## src/rtl/vfpwm_pkg.sv

```systemverilog
package vfpwm_pkg;

  typedef enum logic [1:0] {
    DISP_ALIGNED = 2'd0,
    DISP_SPLIT   = 2'd1,
    DISP_ALTERN  = 2'd2,
    DISP_SPARE   = 2'd3
  } disp_e;

  typedef logic signed [1:0] tern_t;

  localparam tern_t T_POS  = 2'sd1;
  localparam tern_t T_ZERO = 2'sd0;
  localparam tern_t T_NEG  = -2'sd1;

  // band k uses the fast ramp when it sits in the fast mirror pairs
  function automatic logic band_is_fast(input int k);
    return (k == 0) || (k == 2) || (k == 5) || (k == 7);
  endfunction

  // which bands run on the inverted ramp for a disposition
  function automatic logic band_inverted(input disp_e m, input int k);
    case (m)
      DISP_SPLIT:  return k >= 4;
      DISP_ALTERN: return (k % 2) == 1;
      default:     return 1'b0;
    endcase
  endfunction

  function automatic tern_t coarse_of(input logic signed [3:0] lv);
    if (lv >= 4'sd2)       return T_POS;
    else if (lv <= -4'sd2) return T_NEG;
    else                   return T_ZERO;
  endfunction

  function automatic tern_t fine_of(input logic signed [3:0] lv);
    logic signed [3:0] c4;
    logic signed [3:0] r;
    c4 = coarse_of(lv);
    r  = lv - c4 - c4 - c4;
    return tern_t'(r[1:0]);
  endfunction

endpackage

```

## src/rtl/vfpwm_ramp.sv

```systemverilog
module vfpwm_ramp #(
  parameter int TW = 9,
  parameter int DW = 16
) (
  input  logic          clk,
  input  logic          rst_n,
  input  logic [DW-1:0] div_i,
  output logic [TW-1:0] ramp_o
);
  localparam logic [TW-1:0] TOP = '1;

  logic [DW-1:0] pre_q;
  logic          up_q;
  logic [TW-1:0] ramp_q;
  logic          tick;

  assign tick   = ({1'b0, pre_q} + (DW+1)'(1)) >= {1'b0, div_i};
  assign ramp_o = ramp_q;

  always_ff @(posedge clk or negedge rst_n) begin
    if (!rst_n) begin
      pre_q  <= '0;
      up_q   <= 1'b1;
      ramp_q <= '0;
    end else if (tick) begin
      pre_q <= '0;
      if (up_q) begin
        if (ramp_q == TOP) begin
          up_q   <= 1'b0;
          ramp_q <= TOP - 1'b1;
        end else begin
          ramp_q <= ramp_q + 1'b1;
        end
      end else begin
        if (ramp_q == '0) begin
          up_q   <= 1'b1;
          ramp_q <= TW'(1);
        end else begin
          ramp_q <= ramp_q - 1'b1;
        end
      end
    end else begin
      pre_q <= pre_q + 1'b1;
    end
  end


  ramp_unit_step_chk: assert property (@(posedge clk) disable iff (!rst_n)
    (ramp_q != $past(ramp_q)) |->
      ((ramp_q == $past(ramp_q) + 1'b1) || (ramp_q == $past(ramp_q) - 1'b1)));


  ramp_hold_chk: assert property (@(posedge clk) disable iff (!rst_n)
    !$past(tick) |-> $stable(ramp_q));

endmodule

```

## src/rtl/vfpwm_cmpbank.sv

```systemverilog
module vfpwm_cmpbank
  import vfpwm_pkg::*;
#(
  parameter int RW = 12,
  localparam int TW = RW - 3
) (
  input  logic signed [RW-1:0] ref_i,
  input  disp_e                mode_i,
  input  logic [TW-1:0]        fast_i,
  input  logic [TW-1:0]        slow_i,
  output logic [7:0]           above_o
);
  localparam int B = 1 << TW;

  logic signed [RW:0] ref_x;
  assign ref_x = $signed({ref_i[RW-1], ref_i});

  for (genvar k = 0; k < 8; k++) begin : g_band
    localparam int LOW = (3 - k) * B;
    logic [TW-1:0]    src;
    logic [TW-1:0]    pos;
    logic signed [RW:0] carrier;

    assign src        = band_is_fast(k) ? fast_i : slow_i;
    assign pos        = band_inverted(mode_i, k) ? ~src : src;
    assign carrier    = (RW+1)'(LOW) + (RW+1)'(pos);
    assign above_o[k] = ref_x > carrier;
  end

endmodule

```

## src/rtl/vfpwm_bridge.sv

```systemverilog
module vfpwm_bridge
  import vfpwm_pkg::*;
(
  input  logic       clk,
  input  logic       rst_n,
  input  tern_t      st_next,
  output tern_t      st_o,
  output logic [3:0] gate_o
);
  tern_t st_q;
  logic  zsel_q;
  logic  enter_zero;

  assign enter_zero = (st_next == T_ZERO) && (st_q != T_ZERO);
  assign st_o       = st_q;

  always_ff @(posedge clk or negedge rst_n) begin
    if (!rst_n) begin
      st_q   <= T_ZERO;
      zsel_q <= 1'b0;
    end else begin
      st_q <= st_next;
      if (enter_zero) zsel_q <= ~zsel_q;
    end
  end

  // bit order: [0]=S1 [1]=S2 [2]=S3 [3]=S4
  always_comb begin
    if (st_q == T_POS)      gate_o = 4'b1001;
    else if (st_q == T_NEG) gate_o = 4'b0110;
    else                    gate_o = zsel_q ? 4'b1100 : 4'b0011;
  end


  leg_conflict_chk: assert property (@(posedge clk) disable iff (!rst_n)
    !(gate_o[0] && gate_o[2]) && !(gate_o[1] && gate_o[3]));


  pair_count_chk: assert property (@(posedge clk) disable iff (!rst_n)
    $countones(gate_o) == 2);


  zero_alternate_chk: assert property (@(posedge clk) disable iff (!rst_n)
    (st_q == T_ZERO && $past(st_q) != T_ZERO) |-> (zsel_q != $past(zsel_q)));


  state_legal_chk: assert property (@(posedge clk) disable iff (!rst_n)
    st_q != 2'sb10);

endmodule

```

## src/rtl/vfpwm_phase.sv

```systemverilog
module vfpwm_phase
  import vfpwm_pkg::*;
#(
  parameter int REF_W = 12,
  parameter int DIV_W = 16
) (
  input  logic                    clk,
  input  logic                    rst_n,
  input  logic [1:0]              disp_mode_i,
  input  logic [DIV_W-1:0]        fast_div_i,
  input  logic [DIV_W-1:0]        slow_div_i,
  input  logic signed [REF_W-1:0] ref_i,
  output logic signed [3:0]       level_o,
  output logic signed [1:0]       fine_o,
  output logic signed [1:0]       coarse_o,
  output logic [7:0]              gate_o
);
  localparam int RAMP_W = REF_W - 3;

  disp_e             mode;
  logic [RAMP_W-1:0] ramp_f;
  logic [RAMP_W-1:0] ramp_s;
  logic [7:0]        above;
  logic [3:0]        n_above;
  logic signed [4:0] target;
  logic signed [4:0] lvl_x;
  logic signed [3:0] level_q;
  logic signed [3:0] level_d;
  tern_t             fine_d;
  tern_t             coarse_d;

  assign mode = disp_e'(disp_mode_i);

  vfpwm_ramp #(.TW(RAMP_W), .DW(DIV_W)) u_ramp_fast (
    .clk(clk), .rst_n(rst_n), .div_i(fast_div_i), .ramp_o(ramp_f));

  vfpwm_ramp #(.TW(RAMP_W), .DW(DIV_W)) u_ramp_slow (
    .clk(clk), .rst_n(rst_n), .div_i(slow_div_i), .ramp_o(ramp_s));

  vfpwm_cmpbank #(.RW(REF_W)) u_cmp (
    .ref_i(ref_i), .mode_i(mode), .fast_i(ramp_f), .slow_i(ramp_s),
    .above_o(above));

  assign n_above = 4'($countones(above));
  assign target  = $signed({1'b0, n_above}) - 5'sd4;
  assign lvl_x   = {level_q[3], level_q};

  always_comb begin
    if (target > lvl_x)      level_d = level_q + 4'sd1;
    else if (target < lvl_x) level_d = level_q - 4'sd1;
    else                     level_d = level_q;
  end

  always_ff @(posedge clk or negedge rst_n) begin
    if (!rst_n) level_q <= 4'sd0;
    else        level_q <= level_d;
  end

  assign fine_d   = fine_of(level_d);
  assign coarse_d = coarse_of(level_d);
  assign level_o  = level_q;

  vfpwm_bridge u_fine (
    .clk(clk), .rst_n(rst_n), .st_next(fine_d), .st_o(fine_o),
    .gate_o(gate_o[3:0]));

  vfpwm_bridge u_coarse (
    .clk(clk), .rst_n(rst_n), .st_next(coarse_d), .st_o(coarse_o),
    .gate_o(gate_o[7:4]));


  thermometer_chk: assert property (@(posedge clk) disable iff (!rst_n)
    (above[6:0] & ~above[7:1]) == 7'd0);


  level_range_chk: assert property (@(posedge clk) disable iff (!rst_n)
    (level_q >= -4'sd4) && (level_q <= 4'sd4));


  level_slew_chk: assert property (@(posedge clk) disable iff (!rst_n)
    (level_q == $past(level_q)) || (level_q == $past(level_q) + 4'sd1) ||
    (level_q == $past(level_q) - 4'sd1));


  recombine_chk: assert property (@(posedge clk) disable iff (!rst_n)
    level_q == 4'(fine_o) + 4'(coarse_o) + 4'(coarse_o) + 4'(coarse_o));

endmodule

```

## config.mk

```make
export PLATFORM = sky130hd
export DESIGN_NAME = vfpwm_phase
export DESIGN_NICKNAME = d
export VERILOG_FILES = /design/src/rtl/vfpwm_pkg.sv /design/src/rtl/vfpwm_ramp.sv /design/src/rtl/vfpwm_cmpbank.sv /design/src/rtl/vfpwm_bridge.sv /design/src/rtl/vfpwm_phase.sv
export SDC_FILE = /design/constraint.sdc
export NUM_CORES = 1
export LEC_CHECK = 0
export ABC_AREA = 1
export BUFFER_PORTS_ARGS = -buffer_cell sky130_fd_sc_hd__buf_2
export CORE_ASPECT_RATIO = 0.5
export CORE_MARGIN = 4
export CORE_UTILIZATION = 56
export DETAILED_ROUTE_END_ITERATION = 10
export HOLD_SLACK_MARGIN = 0.03
export PLACE_DENSITY = 0.89
export SYNTH_ARGS = -nofsm -noshare
export SYNTH_HDL_FRONTEND = slang
export SYNTH_SLANG_ARGS = --single-unit
```

## constraint.sdc

```tcl
create_clock -name clk -period 7 [get_ports clk]
set_clock_uncertainty 0.15 [all_clocks]
set_input_delay 1.75 -clock clk [delete_from_list [all_inputs] [get_ports clk]]
set_output_delay 1.75 -clock clk [all_outputs]
set_load 0.1 [all_outputs]
```

### Word-level counts from Yosys, hierarchy flattened

Index checks and enable logic that the tools add are counted.

* output and inout port bits: 16
* memories kept: 0
* register bits: 62
* bits in latches: 0
* memory bits (writable): 0
* word-level logic and storage cells: 104
* bits of input ports: 48
* memory bits (read-only): 0

* bitwise logic cells: 4
* shift-type cells: 0
* reductions and logical operators: 9
* equal/unequal tests: 8
* divide/modulo/power cells: 0
* muxes and demuxes: 30
* $add $sub $neg: 28
* $mul: 0
* order comparisons: 14

Operators with widths (number)
* two-way mux 9 bit: 9
* > comparator 12 x 13 -> 1 bit: 4
* adder 16 x 1 -> 17 bit (second input constant): 2
* greater-or-equal comparator 17 x 16 -> 1 bit: 2
* adder 16 x 1 -> 16 bit (second input constant): 2
* two-way mux 16 bit: 2
* two-way mux 4 bit: 8
* adder 12 x 10 -> 13 bit (first input constant): 2
* adder 11 x 9 -> 12 bit (first input constant): 2
* > comparator 12 bit: 2
* adder 9 x 1 -> 9 bit (second input constant): 2
* equality test 9 bit (second input constant): 2
* logical NOT 9 bit: 2
* NOT 9 bit: 2
* subtractor 9 x 1 -> 9 bit (second input constant): 2
* adder 11 x 10 -> 12 bit (first input constant): 1
* > comparator 12 x 10 -> 1 bit: 1
* > comparator 12 x 11 -> 1 bit: 1
* adder 10 x 10 -> 11 bit (first input constant): 1
* adder 10 x 9 -> 11 bit (first input constant): 1
* two-way mux 1 bit: 9
* adder 1 x 1 -> 2 bit: 4
* adder 2 x 2 -> 3 bit: 2
* equality test 2 x 1 -> 1 bit (second input constant): 3
* other kinds (16): 25

### Longest topological paths before layout

Gate-level depths: netlist of run 1.

* depth in word-level cells: 21
* mapped depth: 46
* gate-level depth less buffers: 45

### By module

Synthesis of run 1 repeated with hierarchy kept, for this count alone.

* cells, all modules: 1079
* area, all modules: 7076.8 sq um

Modules (own cells, without submodules)
* vfpwm_ramp at u_ramp_fast: seq. area each 651.9 sq um, area an instance 2205.9 sq um, cells each 328, times used 1
* vfpwm_ramp at u_ramp_slow: seq. area each 651.9 sq um, area an instance 2169.6 sq um, cells each 314, times used 1
* vfpwm_cmpbank: seq. area each 0.0 sq um, area an instance 1695.4 sq um, cells each 296, times used 1
* vfpwm_phase: seq. area each 100.1 sq um, area an instance 740.7 sq um, cells each 106, times used 1
* vfpwm_bridge at u_coarse: seq. area each 75.1 sq um, area an instance 133.9 sq um, cells each 18, times used 1
* vfpwm_bridge at u_fine: seq. area each 75.1 sq um, area an instance 131.4 sq um, cells each 17, times used 1

### Least setup slack after synthesis of run 1

Ideal clock, no wire load.

* path kind: input to register
* from: input port disp_mode_i[0]
* to: register u_fine.zsel_q
* path buffers: 1
* data required time: 6.734 ns
* cell stages on the path: 40
* arrival time: 8.072 ns
* setup slack: -1.339 ns
* library setup time: 0.116 ns
* path through: inv_1 -> ha_1 -> clkbuf_1 -> xnor2_1 -> ha_1 -> a21oi_1 -> nor2_1 -> a211oi_1 -> nor2_1 -> o21ai_0 -> a311oi_1 -> fa_1 -> inv_1 -> fa_1 -> inv_1 -> fa_1 -> ha_1 -> fa_1 -> (+4 left out) -> nand2_1 -> nand2_1 -> nand2_1 -> nand4_4 -> nand2_4 -> nand3_2 -> nand2_4 -> nand3_1 -> nand2_1 -> nand2_1 -> ha_1 -> nand3b_1 -> nand3_2 -> nand2_2 -> nor2_4 -> nand2_1 -> nand2_1 -> nand2_1

* cells in the longest elaborated chain, start to end: 21
* elaborated cells between the ends (all ways): 41
* classes of those cells: 16 x add/sub; 10 x order compare; 2 x eq/ne; 10 x mux; 3 x reduce/logical

RTL lines
* start, declared: RTL line vfpwm_phase.sv:9 `input logic [1:0] disp_mode_i,`
* equality test 2 x 1 -> 1 bit / equality test 2 bit (equally long branches): RTL line vfpwm_pkg.sv:23 `case (m)`
* OR reduction 2 bit (no source line)
* two-way mux 1 bit: RTL line vfpwm_pkg.sv:23
* two-way mux 9 bit: RTL line vfpwm_cmpbank.sv:25 `assign pos = band_inverted(mode_i, k) ? ~src : src;`
* adder 12 x 10 -> 13 bit / adder 11 x 10 -> 12 bit (equally long branches): RTL line vfpwm_cmpbank.sv:26 `assign carrier = (RW+1)'(LOW) + (RW+1)'(pos);`
* > comparator 12 x 13 -> 1 bit / > comparator 12 bit (equally long branches): RTL line vfpwm_cmpbank.sv:27 `assign above_o[k] = ref_x > carrier;`
* adder 1 x 1 -> 2 bit (implied by the code): RTL line vfpwm_phase.sv:44 `assign n_above = 4'($countones(above));`
* adder 2 x 2 -> 3 bit (implied by the code): RTL line vfpwm_phase.sv:44
* (+5 left out)
* named net level_d[0]: RTL line vfpwm_phase.sv:28 `logic signed [3:0] level_d;`
* (+1 left out)
* two-way mux 2 bit
* two-way mux 2 bit *
* named net coarse_d[0]: RTL line vfpwm_phase.sv:30 `tern_t coarse_d;`
* subtractor 2 bit (2 in a row): RTL line vfpwm_pkg.sv:40 `r = lv - c4 - c4 - c4;`
* subtractor 2 bit *: RTL line vfpwm_pkg.sv:40
* named net fine_d[0]: RTL line vfpwm_phase.sv:29 `tern_t fine_d;`
* logical NOT 2 bit *: RTL line vfpwm_bridge.sv:14 `assign enter_zero = (st_next == T_ZERO) && (st_q != T_ZERO);`
* logical AND 1 bit *: RTL line vfpwm_bridge.sv:14
* end signal, assigned: RTL line vfpwm_bridge.sv:23 `if (enter_zero) zsel_q <= ~zsel_q;`
* end, declared: RTL line vfpwm_bridge.sv:11 `logic zsel_q;`

Mark *: on every way through the listed nets, which the timed path passes. The rest lies on a longest branch.
A chain may end at the register's enable or synchronous reset.

### Final worst setup path of run 1

* from: input port disp_mode_i[0]
* to: register u_fine.zsel_q

* cells in the longest elaborated chain, start to end: 21
* elaborated cells between the ends (all ways): 41
* classes of those cells: 16 x add/sub; 10 x order compare; 2 x eq/ne; 10 x mux; 3 x reduce/logical

RTL lines (RTL line)
* equality test 2 x 1 -> 1 bit / equality test 2 bit (equally long branches): vfpwm_pkg.sv:23
* OR reduction 2 bit (no source line)
* two-way mux 1 bit: vfpwm_pkg.sv:23
* two-way mux 9 bit: vfpwm_cmpbank.sv:25
* adder 12 x 10 -> 13 bit / adder 11 x 10 -> 12 bit (equally long branches): vfpwm_cmpbank.sv:26
* > comparator 12 x 13 -> 1 bit / > comparator 12 bit (equally long branches): vfpwm_cmpbank.sv:27
* adder 1 x 1 -> 2 bit (implied by the code): vfpwm_phase.sv:44
* adder 2 x 2 -> 3 bit (implied by the code): vfpwm_phase.sv:44
* (+6 left out)
* two-way mux 2 bit
* two-way mux 2 bit *
* named net coarse_d[0]: vfpwm_phase.sv:30
* subtractor 2 bit (2 in a row): vfpwm_pkg.sv:40
* subtractor 2 bit *: vfpwm_pkg.sv:40
* named net fine_d[0]: vfpwm_phase.sv:29
* logical NOT 2 bit *: vfpwm_bridge.sv:14
* logical AND 1 bit *: vfpwm_bridge.sv:14

Marked as above.

==> results of run 1 <==
logic make-up (layout without fill, tap and decap cells):
kind of cell / count (synthesis) / after routing / share of synthesized area (%)
and+or+nand+nor: 389 / 389 / 28.8
buffers and inverters: 214 / 337 / 12.4
AOI/OAI and AO/OA: 116 / 116 / 10.3
adders and majority gates: 92 / 92 / 17.6
xor gates and xnor gates: 62 / 62 / 8.02
DFF: 62 / 62 / 22.9
worst paths after layout:
path                       depth (start not counted)                     to  slack (ns)                   from
max                                               44          u_fine.zsel_q       -0.93         disp_mode_i[0]
min                                                1   u_ramp_slow.pre_q[0]        0.36   u_ramp_slow.pre_q[0]
max reg2reg                                       41          u_fine.zsel_q        0.06  u_ramp_fast.ramp_o[3]
min reg2reg                                        1   u_ramp_slow.pre_q[0]        0.36   u_ramp_slow.pre_q[0]
max in group asynchronous                          2   u_ramp_slow.pre_q[0]        4.74                  rst_n
min in group asynchronous                          2  u_ramp_fast.pre_q[12]        1.44                  rst_n
cell type report:
| cell class | count | share of cell area [%] |
|---|---|---|
| inverter | 190 | 8.78 |
| multi-input combinational | 659 | 55.8 |
| clock inverter | 6 | 0.763 |
| sequential | 62 | 18.9 |
| clock buffer | 10 | 2.79 |
| tap | 165 | 2.52 |
| timing repair buffer | 131 | 10.4 |
power by group:
| group | internal (uW) | switching (uW) | leakage [uW] | total, uW |
|---|---|---|---|---|
| clock network | 274 | 161 | 0.000134 | 435 |
| registers | 440 | 74.1 | 0.000786 | 514 |
| logic | 814 | 1390 | 0.00353 | 2200 |
| total | 1530 | 1620 | 0.00445 | 3150 |
critical path, delay by kind of cell:
kind                       cells  cell delay (ns)
xor gates and xnor gates       1             0.12
AOI/OAI and AO/OA              4             0.60
adders and majority gates     10             3.15
buffers and inverters          7             0.50
and+or+nand+nor               22             1.89
stage by stage:
step                      cell area [sq um]  util [%]  hold slack (ns)  setup WS (ns)
after global placement                 7680      65.0            0.335          -1.07
after global routing                   8200      69.5            0.379          -1.31
after CTS                              8130      68.8            0.367         -0.776
after detailed placement               7680      65.0            0.343          -1.29
after floorplan                        6880         -            0.307         -0.873
final                                  8200      69.5            0.363         -0.925
per-layer routing:
metal  GRT usage, %  share of wire, %  vias up
met1           27.5                42     3006
met2           44.9                50      197
met5              0                 0        -
met3           3.65               4.6       61
li1               -                 -     3245
met4           10.7               3.3        0
layout by cell type (no fill, tap or decap), drive strengths merged, types with 5 or more instances in the layout:
cell,instances
inv,189
clkbuf,10
nor2,97
xor2,41
nand3,42
buf,131
a21oi,39
xnor2,21
nor4,5
ha,87
fa,5
nand2,172
nor3,31
o21ai,50
nand4,36
dfrtp,60
flip-flops by register name, indices dropped and copies added (netlist names):
register	count
u_coarse.zsel_q	1
u_ramp_slow.ramp_o	9
u_coarse.st_o	2
u_fine.zsel_q	1
u_ramp_fast.ramp_o	9
u_ramp_slow.pre_q	16
u_fine.st_o	2
level_o	4
u_ramp_fast.up_q	1
u_ramp_fast.pre_q	16
u_ramp_slow.up_q	1
cell usage after synthesis (5+ instances only):
cell type  instances  share of area, %
inv_1            186                10
nand2_1          150               8.3
ha_1              87                16
nor2_1            75               4.2
dfrtp_1           60                22
xor2_1            41               5.3
o21ai_0           39               2.9
a21oi_1           37               2.7
nand4_1           35               3.2
nand3_1           32               2.4
nor3_1            29               2.1
xnor2_1           21               2.7
nor2_2            19               1.8
nand2_2           16               1.5
clkbuf_1          15              0.83
o21ai_2           10               1.3
nand3_2            7               1.0
nand2_4            6               1.0
buf_2              5              0.37
fa_1               5               1.5
repair_timing:
action	4_1_cts	5_1_grt
resized for setup	25	8
hold endpoints to repair	0	0
buffers inserted	11	5
endpoints found under the setup margin	6	10
pin swaps	35	3
==> results.txt, run 1 <==
Mapped Area: 0.00677 sq mm
# rows: 28
Total negative slack: -2.56 ns
Max-slew headroom: 46.5%
CTS Root Cell: clkbuf_16
P&R area growth vs syn: 21.2%
Die span in x: 164 um
Die Area: 0.0140 sq mm
Maximum vdd drop: 0.469 mV
H-tree levels: 3
CTS Sinks: 62
Placer congestion estimate: 0.905
Synth Flop Type: dfrtp_1
Port Buffers: 63
Most numerous cell on the critical path: nand2_1
Tot Pwr: 3150 uW
FFs w/ async S/R, synth: 100%
Power Density: 384 mW/mm^2
Slowest library cell on the worst path: fa_1
Pleak: 0.00445 uW
Sequential area share after synthesis: 22.9%
Synthesized flop and latch total: 62
Unrepaired setup endpoints after global routing: true
Worst-path clk slew: 0.05 ns
Via Count: 6509
Total track usage: 24.0%
Core area: 0.0118 sq mm
Vias in the first global route: 6530
Fillers: 877
CTS Hold Bufs: 0
Outcome: finished with violations
Placed insts: 1195
Layout cell share with drive strength beyond 1: 24.2%
Max Fclk: 126 MHz
Total of warnings raised by yosys: 0
1st-pass router iterations: 5
Final setup violation count: 5
DPL Wire Length: 12.5 mm
Final Hold Vio Count: 0
Avg Vias per Cell: 5.32
WP data arrival: 8.00 ns
Pin count of the biggest net entering global routing: 63
Violated checks: negative setup slack
First-pass GRT wire length: 28.1 mm
Nets: 1193
DRC Markers: 0
Syn_nets: 1075
Non-Filler Instances: 1223
Initial antenna violation count: 0
Area of the multi-input gates: 0.00458 sq mm
Final setup margin: -0.925 ns
Hold WC Path Type: reg -> reg
Actual slew at the worst max-slew pin: 0.802 ns
Crit share post-route: 113%
Remaining antenna violation count: 0
Unique cell type count in the Yosys netlist: 51
# diodes: 0
Post-synth EDFFs: 0
Clk Latency, worst-skew pair: 0.33 ns
Max-Cap Viols: 0
CP Launch Type: input pin
Mapped Cells: 935
Total Routed Length: 16.4 mm
Syn avg cell area: 7.24 sq um
Clock buffer depth: 2
Minimum clock period: 7.93 ns
Fin. max-slew vios: 0
Setup CP Type: in -> reg
Sequential Area: 0.00155 sq mm
Iter 0 DRT Violations: 370
Die Ht: 85.8 um
Total grt overflow: 0
Starting density of the core: 57.4%
CTS tree: done
Total CTS buffers: 9
Ports: 64
Per-cell routed wire length: 13.4 um
CP endpoint kind: register
Largest stage delay, worst path: 0.48 ns
Crit-path max FO: 6
CP required: 7.07 ns
Note: power is estimated with default switching activity, not from simulation.
==> run 2, diff against run 1 <==
RECOVER_POWER = 50   (was unset)
==> run 2 against run 1 <==
Net effect:
- first-iteration DRC count is the same
- the flow finishes with violations (max-capacitance violations, max-slew violations, negative setup slack)
- sequential power hardly changed
- critical endpoint unchanged
- via count hardly changed
- utilization shrank 0.064 points
- non-clock buffer count did not move
- critical path depth unchanged
==> results.txt, run 2 (synthesis results as in run 1) <==
Ports: 64 (unchanged)
CP bufs+invs: 7 (unchanged)
CP required: 7.07 ns (about the same)
Max-Cap Viols: 1 (+1)
CTS Sinks: 62 (unchanged)
Placed inst area: 0.00768 sq mm (unchanged)
Maximum vdd drop: 0.469 mV (-0.18%)
Commonest non-fill, non-tap cell in the layout: inv_1
Initial antenna violation count: 0 (unchanged)
Die span in x: 164 um (unchanged)
Outcome: finished with violations
Critical Path Stages: 44 (unchanged)
Clock buffer depth: 2 (unchanged)
Vias in the first global route: 6530 (unchanged)
Avg Vias per Cell: 5.32 (about the same)
Remaining antenna violation count: 0 (unchanged)
Unrepaired setup endpoints after global routing: true
Actual slew at the worst max-slew pin: 3.38 ns (+2.58 ns)
Setup CP Type: in -> reg
Final Hold Vio Count: 0 (unchanged)
Core area: 0.0118 sq mm (unchanged)
Violated checks: max-capacitance violations, max-slew violations, negative setup slack
FF-to-FF path depth: 41 (unchanged)
Placer congestion estimate: 0.905 (unchanged)
Pleak: 0.00444 uW (-0.27%)
Port Buffers: 63 (unchanged)
Finished Cell Area: 0.00820 sq mm (about the same)
Max-slew headroom: -125% (-170 points)
CP Launch Type: input pin
# rows: 28 (unchanged)
Most numerous cell on the critical path: nand2_1
Crit share post-route: 113% (about the same)
Crit-path max FO: 6 (unchanged)
Total track usage: 24.0% (unchanged)
DRC Markers: 0 (unchanged)
Layout cell share with drive strength beyond 1: 23.8% (-0.38 points)
WP data arrival: 8.00 ns (about the same)
Die Ht: 85.8 um (unchanged)
Minimum clock period: 7.93 ns (-0.000318 ns)
H-tree levels: 3 (unchanged)
Nets: 1193 (unchanged)
Final setup violation count: 5 (unchanged)
CTS Root Cell: clkbuf_16
Final setup margin: -0.925 ns (+0.000318 ns)
Slowest library cell on the worst path: fa_1
First-pass GRT wire length: 28.1 mm (unchanged)
Per-cell routed wire length: 13.4 um (about the same)
Fillers: 877 (unchanged)
Reg-to-reg critical path startpoint: u_ramp_fast.ramp_o[3]
Most frequent cells in the layout: 181 x inv_1, 144 x nand2_1, 81 x ha_1
Dpl ws: -1.29 ns (unchanged)
Top Registers: u_ramp_fast.pre_q: 16 flops, u_ramp_slow.pre_q: 16 flops
Worst-path clk slew: 0.05 ns (about the same)
CTS tree: done
CP endpoint: u_fine.zsel_q
DPL Wire Length: 12.5 mm (unchanged)
Total grt overflow: 0 (unchanged)
CP endpoint kind: register
Die Area: 0.0140 sq mm (unchanged)
Worst R2R Setup Slack: 0.06 ns (about the same)
Hold path start: u_ramp_slow.pre_q[0]
Total negative slack: -2.55 ns (+0.00118 ns)
Iter 0 DRT Violations: 370 (unchanged)
1st-pass router iterations: 5 (unchanged)
Setup crit start: disp_mode_i[0]
Hold WC Path Type: reg -> reg
Pin count of the biggest net entering global routing: 63 (unchanged)
Total Routed Length: 16.4 mm (about the same)
# diodes: 0 (unchanged)
CP delay by family, top: adder cells
Power Density: 384 mW/mm^2 (about the same)
Fin. max-slew vios: 63 (+63)
Largest stage delay, worst path: 0.48 ns (about the same)
Starting density of the core: 57.4% (unchanged)
Max Fclk: 126 MHz (about the same)
R2r endpoint: u_fine.zsel_q
Via Count: 6511 (+0.031%)
Clk Latency, worst-skew pair: 0.33 ns (about the same)
P&R area growth vs syn: 21.0% (about the same)
Total CTS buffers: 9 (unchanged)
[run 2: worst min-delay path by stage]
stage                           endpoint  depth (start not counted)
floorplan           u_ramp_slow.pre_q[0]                          1
global placement         u_coarse.zsel_q                          2
detailed placement       u_coarse.zsel_q                          2
CTS                      u_coarse.zsel_q                          2
global route             u_coarse.zsel_q                          2
finish              u_ramp_slow.pre_q[0]                          1
[run 2: through the flow]
stage | power (uW) | hold slack [ns] | utilization (%) | std cells
CTS | 2990 | 0.367 | 68.8 | 1218
detailed placement | 2400 | 0.343 | 65.0 | 1195
floorplan | 1940 | 0.307 | - | 935
finish | 3150 | 0.363 | 69.4 | 1223
global placement | 2320 | 0.335 | 65.0 | 1195
global route | 3390 | 0.379 | 69.4 | 1223
[run 2: area by class of cell]
class                      count  area (sq um)  area share [%]
multi-input combinational    659          4580            55.9
sequential                    62          1550            19.0
timing repair buffer         131           846            10.3
inverter                     190           721            8.79
clock buffer                  10           229            2.79
tap                          165           206            2.52
clock inverter                 6          62.6           0.763
[run 2: routing by layer]
layer | part of all wire [%] | global-route usage, % | vias to the layer above | routed length [um]
li1 | - | - | 3245 | -
met1 | 42 | 27.5 | 3008 | 6870
met2 | 50 | 44.9 | 197 | 8230
met3 | 4.6 | 3.65 | 61 | 754
met4 | 3.3 | 10.7 | 0 | 548
met5 | 0 | 0 | - | 0
[run 2: power breakdown]
group,total [uW],internal (uW),switching [uW]
logic,2200,811,1390
registers,514,440,74.1
clock network,435,274,161
[run 2: timing repair]
item / 4_1_cts / 5_1_grt
hold endpoints to repair: 0 / 0
pin swaps: 35 / 3
endpoints found under the setup margin: 6 / 10
setup buffers: 11 / 5
hold buffers: 0 / 0
resized for setup: 25 / 8
